$ cat src/rtl/dimmer_pkg.sv
// Shared types for the display dimmer controller.
// Assumes a two-bit state code is enough for the three panel modes.
package dimmer_pkg;

    typedef enum logic [1:0] {
        DIM_OFF  = 2'b00,
        DIM_FULL = 2'b01,
        DIM_HALF = 2'b10
    } dim_state_e;

endpackage

$ cat src/rtl/dimmer_idle_timer.sv
// Idle-cycle counter for the dimmer controller.
// Assumes clear takes priority over increment and that the controller
// never increments past the larger threshold.
module dimmer_idle_timer #(
    parameter int CW = 2
) (
    input  logic          clk,
    input  logic          rst_n,
    input  logic          clr,
    input  logic          inc,
    output logic [CW-1:0] cnt
);

    // Count idle cycles; clear on any event or mode change.
    always_ff @(posedge clk) begin
        if (!rst_n || clr) begin
            cnt <= '0;
        end else if (inc) begin
            cnt <= cnt + CW'(1);
        end
    end

endmodule

$ cat src/rtl/dimmer_next_state.sv
// Combinational transition logic for the dimmer controller.
// Assumes one-cycle input pulses. A power press wins over a touch.
// The timeouts are "more than DIM_IDLE" idle cycles at full brightness
// and OFF_IDLE idle cycles at half brightness.
module dimmer_next_state
    import dimmer_pkg::*;
#(
    parameter int DIM_IDLE = 3,
    parameter int OFF_IDLE = 3,
    parameter int CW       = 2
) (
    input  dim_state_e    cur,
    input  logic          power_press,
    input  logic          touch,
    input  logic [CW-1:0] cnt,
    output dim_state_e    nxt,
    output logic          clr,
    output logic          inc
);

    localparam logic [CW-1:0] DIM_LAST = CW'(DIM_IDLE);
    localparam logic [CW-1:0] OFF_LAST = CW'(OFF_IDLE - 1);

    // Pick the next mode and tell the idle timer what to do.
    always_comb begin
        nxt = cur;
        clr = 1'b1;
        inc = 1'b0;
        unique case (cur)
            DIM_OFF: begin
                if (power_press) nxt = DIM_FULL;
            end
            DIM_FULL: begin
                if (power_press) begin
                    nxt = DIM_OFF;
                end else if (touch) begin
                    nxt = DIM_FULL;
                end else if (cnt == DIM_LAST) begin
                    nxt = DIM_HALF;
                end else begin
                    clr = 1'b0;
                    inc = 1'b1;
                end
            end
            DIM_HALF: begin
                if (power_press) begin
                    nxt = DIM_OFF;
                end else if (touch) begin
                    nxt = DIM_FULL;
                end else if (cnt == OFF_LAST) begin
                    nxt = DIM_OFF;
                end else begin
                    clr = 1'b0;
                    inc = 1'b1;
                end
            end
            default: nxt = DIM_OFF;
        endcase
    end

endmodule

$ cat src/rtl/dimmer_out_reg.sv
// Registered Moore outputs for the dimmer controller.
// Assumes the next mode is given, so the outputs line up with the mode register.
module dimmer_out_reg
    import dimmer_pkg::*;
(
    input  logic       clk,
    input  logic       rst_n,
    input  dim_state_e nxt,
    output logic       display_on,
    output logic       full_bright
);

    // Decode the next mode into the lit and full-brightness flops.
    always_ff @(posedge clk) begin
        if (!rst_n) begin
            display_on  <= 1'b0;
            full_bright <= 1'b0;
        end else begin
            display_on  <= (nxt != DIM_OFF);
            full_bright <= (nxt == DIM_FULL);
        end
    end

endmodule

$ cat src/rtl/dimmer_ctrl.sv
// Display dimmer timeout controller, top level.
// Holds the mode register and connects the idle timer, the transition
// logic and the output flops. Assumes debounced one-cycle pulses and
// thresholds of at least 1.
module dimmer_ctrl
    import dimmer_pkg::*;
#(
    parameter int DIM_IDLE = 3,
    parameter int OFF_IDLE = 3
) (
    input  logic clk,
    input  logic rst_n,
    input  logic power_press,
    input  logic touch,
    output logic display_on,
    output logic full_bright
);

    localparam int MAX_IDLE = (DIM_IDLE > OFF_IDLE) ? DIM_IDLE : OFF_IDLE;
    localparam int CW       = (MAX_IDLE < 2) ? 1 : $clog2(MAX_IDLE + 1);

    dim_state_e    state;
    dim_state_e    state_nxt;
    logic          idle_clr;
    logic          idle_inc;
    logic [CW-1:0] idle_cnt;

    // Mode register, dark after reset.
    always_ff @(posedge clk) begin
        if (!rst_n) begin
            state <= DIM_OFF;
        end else begin
            state <= state_nxt;
        end
    end

    dimmer_idle_timer #(.CW(CW)) u_timer (
        .clk   (clk),
        .rst_n (rst_n),
        .clr   (idle_clr),
        .inc   (idle_inc),
        .cnt   (idle_cnt)
    );

    dimmer_next_state #(
        .DIM_IDLE (DIM_IDLE),
        .OFF_IDLE (OFF_IDLE),
        .CW       (CW)
    ) u_next (
        .cur         (state),
        .power_press (power_press),
        .touch       (touch),
        .cnt         (idle_cnt),
        .nxt         (state_nxt),
        .clr         (idle_clr),
        .inc         (idle_inc)
    );

    dimmer_out_reg u_out (
        .clk         (clk),
        .rst_n       (rst_n),
        .nxt         (state_nxt),
        .display_on  (display_on),
        .full_bright (full_bright)
    );

endmodule

$ cat config.mk
export PLATFORM = sky130hd
export DESIGN_NAME = dimmer_ctrl
export DESIGN_NICKNAME = d
export VERILOG_FILES = /design/src/rtl/dimmer_pkg.sv /design/src/rtl/dimmer_idle_timer.sv /design/src/rtl/dimmer_next_state.sv /design/src/rtl/dimmer_out_reg.sv /design/src/rtl/dimmer_ctrl.sv
export SDC_FILE = /design/constraint.sdc
export NUM_CORES = 1
export LEC_CHECK = 0
export ABC_CLOCK_PERIOD_IN_PS = 1800
export CORE_AREA = 2 2 39 41
export DETAILED_ROUTE_END_ITERATION = 12
export DIE_AREA = 0 0 41 43
export GPL_TIMING_DRIVEN = 0
export PLACE_DENSITY = 0.57
export SLEW_MARGIN = 20
export SYNTH_ARGS = -nofsm -noshare
export SYNTH_HDL_FRONTEND = slang
export SYNTH_SLANG_ARGS = --single-unit
$ cat constraint.sdc
create_clock -name clk -period 1.8 [get_ports clk]
set_input_delay 0.18 -clock clk [delete_from_list [all_inputs] [get_ports clk]]
set_output_delay 0.18 -clock clk [all_outputs]
set_load 0.02 [all_outputs]
==> flow_summary.toml, run 1 <==
[clock_network]
insertion_delay_ns = 0.24
cts_setup_buffers = 0
clk_pin_slew_ns = 0.04
cts.path.max_buffers = 2
cts-root-buf = "clkbuf_4"
post_cts_resized = 0
htree_levels = 1
cts_buffers = 3
cts_tree = "yes"
hold_buffers = 0
clkSinkCount = 6

[synth]
ys_ff_latch = 6
synth_top_area_share_pct = 30.6
synth_area_leaders = "dfxtp_1, ha_1, inv_1"
synthFlopType = "dfxtp_1"
netlist_area_um2 = 393
synth-edff-count = 0
seq_area_frac_synth_pct = 30.6
yosys-top-cells-count = "dfxtp_1, ha_1, inv_1"
ys_types = 23
synth_top_cell_by_area = "dfxtp_1"
yosys_warnings = 0
syn-mean-instance-area_um2 = 9.58
synth_nets = 51
netlist_instances = 41
async_reset_ff_share_pct = 0

[floorplan]
die-area_mm2 = 0.00176
start_util_pct = 28.4
rows = 14
dieWidth_um = 41
die_h_um = 43
core_mm2 = 0.00138
ioPinCount = 6

[critical_path]
worstSetupEndpointType = "flip-flop"
critical_path_class = "flip-flop to flip-flop"
r2r-start = "state[0]"
cp_max_fo = 5
cp-start-kind = "flip-flop"
crit_chain = "inv_1 -> ha_1 -> nor2b_4 -> o21ai_2 -> a211o_1 -> and2_1"
cpLargestDelayFamily = "compound AO/OA/AOI/OAI gates"
r2r_end = "u_out.full_bright"
reg2reg_slack_ns = 0.27
slowest_stage = "dfxtp_1"
arrival_ns = 1.66
cp_data_required_time_ns = 1.93
critPathMaxStageDelay_ns = 0.35
critical_path_buf_inv_count = 1
r2r_cells = 6

[finish]
seq_area_um2 = 120
multi_input_area_um2 = 250
drive_gt1_share_pct = 16.3
area_delta_synth_final_pct = 23.6
n_antenna_cell = 0
layout.nets = 61
n_fill_cell = 154

[place]
io_buffers = 5
hpwl_um = 558
routabilityCongestion = 0.618

[sta]
slew_violations = 0
rsz0062_at_grt = "false"
finalCritPeriodShare_pct = 85.0
max_slew_margin_pct = 73.0
tightest_slew_ns = 0.401
period_needed_ns = 1.53
skew_ns = 0.00199
finalSetupViolCount = 0
hold_violations = 0
setup_tns_ns = 0
max_freq_mhz = 653

[hold_path]
whs_path_depth = 2
hold_start = "u_timer.cnt[1]"
hold_class = "flip-flop to flip-flop"
holdPathEnd = "u_timer.cnt[1]"

[global_routing]
grt_max_degree = 7
grt_overflow = 0
grt_pass1_wl_um = 1130
antenna_found_initial = 0
grt_pass1_vias = 296
track_usage_pct = 9.74

[route]
drt_pre_antenna_iters = 4
drc = 0
viasPerCell = 4.91
vias = 319
ant_nets = 0
post_drt_wl_per_cell_um = 10.7
routed_wl_um = 698
dr.first_iter.drc_count = 2

[pwr]
ir_drop_v = 0.000306
cellLeakagePower_nw = 0.199
p_per_area_mw_per_mm2 = 674
p_total_mw = 0.327

[outcome]
status = "finished clean"

[run]
drv_cap = 0
## where the power goes
part / leakage, nW / switching, mW / total [mW] / internal [mW]
Sequential: 0.0492 / 0.00522 / 0.146 / 0.141
Combinational: 0.136 / 0.0329 / 0.0638 / 0.0309
Clock: 0.0138 / 0.0423 / 0.117 / 0.0750
Total: 0.199 / 0.0804 / 0.327 / 0.247
## routing by layer
metal	GRT usage [%]	part of all wire [%]
met1	11.6	49
met2	13.4	45
met3	1.57	3.0
met4	10.0	2.1
met5	0	0
## final cells by class
cell class / count / share of cell area (%)
Timing Repair Buffer: 5 / 10.3
Multi-Input combinational cell: 29 / 51.5
Inverter: 6 / 4.64
Clock buffer: 3 / 4.64
Tap cell: 16 / 4.12
Sequential cell: 6 / 24.7
## stage by stage
stage | setup WS [ns] | cell area [um2] | instances | util [%] | hold slack (ns)
6_report | 0.269 | 485 | 65 | 35.1 | 0.523
4_1_cts | 0.262 | 485 | 65 | 35.1 | 0.528
3_5_place_dp | 0.274 | 463 | 62 | 33.5 | 0.523
3_3_place_gp | 0.269 | 463 | 62 | 33.5 | 0.515
5_1_grt | 0.158 | 485 | 65 | 35.1 | 0.546
2_1_floorplan | 0.415 | 393 | 41 | - | 0.325
## cells in the final DEF (no fill, tap or decap), drive strengths merged, types with 2 or more instances in the layout
cell type / n
inv: 6
ha: 6
dfxtp: 6
clkdlybuf4s50: 5
nor2: 4
clkbuf: 3
o21ai: 3
a31oi: 2
o211ai: 2
## how the worst max path moves through the flow
stage             start                end  cells past startpoint
2_1_floorplan  state[0]  u_out.full_bright                      6
3_3_place_gp   state[0]  u_out.full_bright                      6
3_5_place_dp   state[0]  u_out.full_bright                      6
4_1_cts        state[0]  u_out.full_bright                      6
5_1_grt        state[1]  u_out.full_bright                      6
6_report       state[0]  u_out.full_bright                      6
## registers in the layout, summed over array words and instances, names as in the netlist
name               count
state                  2
u_timer.cnt            2
u_out.full_bright      1
u_out.display_on       1
## cells by family (layout without fill, tap and decap cells)
kind of cell / after synthesis / count (layout) / share of synthesized area, %
DFF: 6 / 6 / 30.6
AOI/OAI and AO/OA: 12 / 12 / 26.4
and+or+nand+nor: 11 / 11 / 18.2
buffers and inverters: 6 / 14 / 5.73
adders and majority gates: 6 / 6 / 19.1
## worst register-to-register path: cells and delay by family (launching register included)
family | cells | cell delay (ns)
compound gates | 2 | 0.40
simple gates | 2 | 0.37
flops | 1 | 0.35
fa+ha+maj | 1 | 0.20
buf+inv | 1 | 0.10
No activity file was read; power rests on OpenSTA's default activity.
==> inputs of run 2 (changes only) <==
--- a/config.mk
+++ b/config.mk
@@ -11,6 +11,7 @@
 export DIE_AREA = 0 0 41 43
 export GPL_TIMING_DRIVEN = 0
 export PLACE_DENSITY = 0.57
+export SKIP_LAST_GASP = 1
 export SLEW_MARGIN = 20
 export SYNTH_ARGS = -nofsm -noshare
 export SYNTH_HDL_FRONTEND = slang
==> results of run 2 <==
Same layout as run 1: the final DEF is identical, and so are final timing and power.
==> inputs of run 3 (changes only) <==
--- a/config.mk
+++ b/config.mk
@@ -5,12 +5,14 @@
 export SDC_FILE = /design/constraint.sdc
 export NUM_CORES = 1
 export LEC_CHECK = 0
-export ABC_CLOCK_PERIOD_IN_PS = 1800
+export ABC_AREA = 1
+export ABC_CLOCK_PERIOD_IN_PS = 1700
 export CORE_AREA = 2 2 39 41
 export DETAILED_ROUTE_END_ITERATION = 12
 export DIE_AREA = 0 0 41 43
 export GPL_TIMING_DRIVEN = 0
-export PLACE_DENSITY = 0.57
+export PLACE_DENSITY = 0.58
+export REMOVE_ABC_BUFFERS = 1
 export SKIP_LAST_GASP = 1
 export SLEW_MARGIN = 20
 export SYNTH_ARGS = -nofsm -noshare
==> constraint.sdc (replaced) <==
create_clock -name clk -period 1.7 [get_ports clk]
set_input_delay 0.17 -clock clk [delete_from_list [all_inputs] [get_ports clk]]
set_output_delay 0.17 -clock clk [all_outputs]
set_load 0.02 [all_outputs]
==> flow_summary.toml, run 3 <==
[outcome]
status = "finished clean"

[critical_path]
crit_top_cell = "nand2_1"
critical_path_class = "flip-flop to flip-flop"
critPathMaxStageDelay_ns = 0.43
cp_data_required_time_ns = 1.82
r2r-start = "state[0]"
cpLargestDelayFamily = "flip-flops"
cp_max_fo = 6
slowest_stage = "dfxtp_1"
crit_start = "state[0]"
cp-start-kind = "flip-flop"
critical_path_buf_inv_count = 2
crit_chain = "inv_1 -> ha_1 -> inv_1 -> nor2_1 -> nand2_1 -> nand2_1 -> nand2_1 -> nand2_1 -> nand2_1 -> nand2_1"
worstSetupEndpointType = "flip-flop"
arrival_ns = 1.46

[run]
drv_cap = 0

[place]
hpwl_um = 585
routabilityCongestion = 0.642
io_buffers = 5
pre_cts_slack_ns = 0.371

[clock_network]
hold_buffers = 0
post_cts_resized = 0
cts_tree = "yes"
clkSinkCount = 6
insertion_delay_ns = 0.23
cts_buffers = 3
cts_setup_buffers = 0
cts-root-buf = "clkbuf_4"
htree_levels = 1
cts.path.max_buffers = 2
clk_pin_slew_ns = 0.04

[global_routing]
grt_overflow = 0
grt_max_degree = 7
grt_pass1_vias = 274
track_usage_pct = 8.96
antenna_found_initial = 0
grt_pass1_wl_um = 1020

[synth]
synth.most_common_cell = "nand2_1"
ys_ff_latch = 6
seq_area_frac_synth_pct = 29.1
synthFlopType = "dfxtp_1"
synth_area_leaders = "dfxtp_1, ha_1, nand2_1"
ys_types = 14
synth_top_cell_by_area = "dfxtp_1"
syn-mean-instance-area_um2 = 6.88
yosys_warnings = 0
synth-edff-count = 0
synth_top_area_share_pct = 29.1
netlist_area_um2 = 413
async_reset_ff_share_pct = 0
netlist_instances = 60
yosys-top-cells-count = "nand2_1, inv_1, nor2_1"

[sta]
skew_ns = 0.000343
setup_tns_ns = 0
finalCritPeriodShare_pct = 78.9
rsz0062_at_grt = "false"
max_freq_mhz = 746
slew_violations = 0
hold_violations = 0
max_slew_margin_pct = 84.8
finalSetupViolCount = 0
period_needed_ns = 1.34
tightest_slew_ns = 0.227
setup_ws_ns = 0.359

[route]
vias = 356
viasPerCell = 4.24
post_drt_wl_per_cell_um = 8.29
drc = 0
drt_pre_antenna_iters = 4
dr.first_iter.drc_count = 5
ant_nets = 0
routed_wl_um = 696

[pwr]
swShare_pct = 24.3
seqPwrFrac_pct = 45.6
ir_drop_v = 0.000339
switchingPower_mw = 0.0821
p_comb_share_pct = 18.6
pwr-share-clk_pct = 35.9
internal-power_mw = 0.256
p_per_area_mw_per_mm2 = 668
cellLeakagePower_nw = 0.257

[finish]
drive_gt1_share_pct = 10.3
n_antenna_cell = 0
final_common_cell = "nand2_1"
n_fill_cell = 155
layout.nets = 80
reg.largest.list = "state: 2 flops, u_timer.cnt: 2 flops"
area_delta_synth_final_pct = 22.4
final_cell_mix = "nand2_1, inv_1, nor2_1, ha_1, dfxtp_1"

[hold_path]
hold_class = "flip-flop to flip-flop"
hold_start = "u_timer.cnt[1]"

[floorplan]
dieWidth_um = 41
ioPinCount = 6
start_util_pct = 29.8
core_mm2 = 0.00138
rows = 14
die-area_mm2 = 0.00176
die_h_um = 43
## run 3: per-layer routing
metal  up-vias  track usage [%]  wire length [um]  share of wire [%]
met2         4             10.3               308                 44
met5         -                0                 0                  0
met1       151             13.3               368                 53
met3         0             3.14                19                2.7
li1        201                -                 -                  -
met4         0             6.00                 0                  0
## run 3: power by group through the flow
stage / sequential, mW / clock [mW] / combinational [mW]
floorplan: 0.161 / 0 / 0.0319
global placement: 0.156 / 0 / 0.0632
detailed placement: 0.156 / 0 / 0.0629
CTS: 0.154 / 0.129 / 0.0633
global route: 0.155 / 0.132 / 0.0692
finish: 0.154 / 0.121 / 0.0627
## run 3: stage by stage
| step | std cells | total power [mW] | area, um2 | hold slack (ns) | utilization (%) |
|---|---|---|---|---|---|
| global route | 84 | 0.356 | 505 | 0.580 | 36.5 |
| finish | 84 | 0.338 | 505 | 0.540 | 36.5 |
| floorplan | 60 | 0.193 | 413 | 0.381 | - |
| global placement | 81 | 0.219 | 483 | 0.529 | 34.9 |
| CTS | 84 | 0.346 | 505 | 0.545 | 36.5 |
| detailed placement | 81 | 0.219 | 483 | 0.532 | 34.9 |
## run 3: tightest hold or removal path, delay by kind of cell (launching register included)
family | cells | cell delay (ns)
and+or+nand+nor | 1 | 0.09
DFF | 1 | 0.35
AOI/OAI and AO/OA | 1 | 0.06
## run 3: final cells by class
cell class                      count  area [um2]  area share (%)
Multi-Input combinational cell     42         248            49.0
Sequential cell                     6         120            23.8
Timing Repair Buffer                5        50.0            9.90
Inverter                           12        45.0            8.91
Clock buffer                        3        22.5            4.46
Tap cell                           16        20.0            3.96
## run 3: worst paths after layout
kind                                         end  slack, ns  cells past startpoint
worst max register to register  u_out.display_on       0.36                     10
worst min-delay path              u_timer.cnt[1]       0.54                      2
worst min register to register    u_timer.cnt[1]       0.54                      2
worst max-delay path            u_out.display_on       0.36                     10
## run 3: cell families after synthesis
| family | synth area share [%] |
|---|---|
| flops | 29.1 |
| compound gates | 8.79 |
| buf+inv | 10.9 |
| fa+ha+maj | 18.2 |
| simple gates | 33.0 |
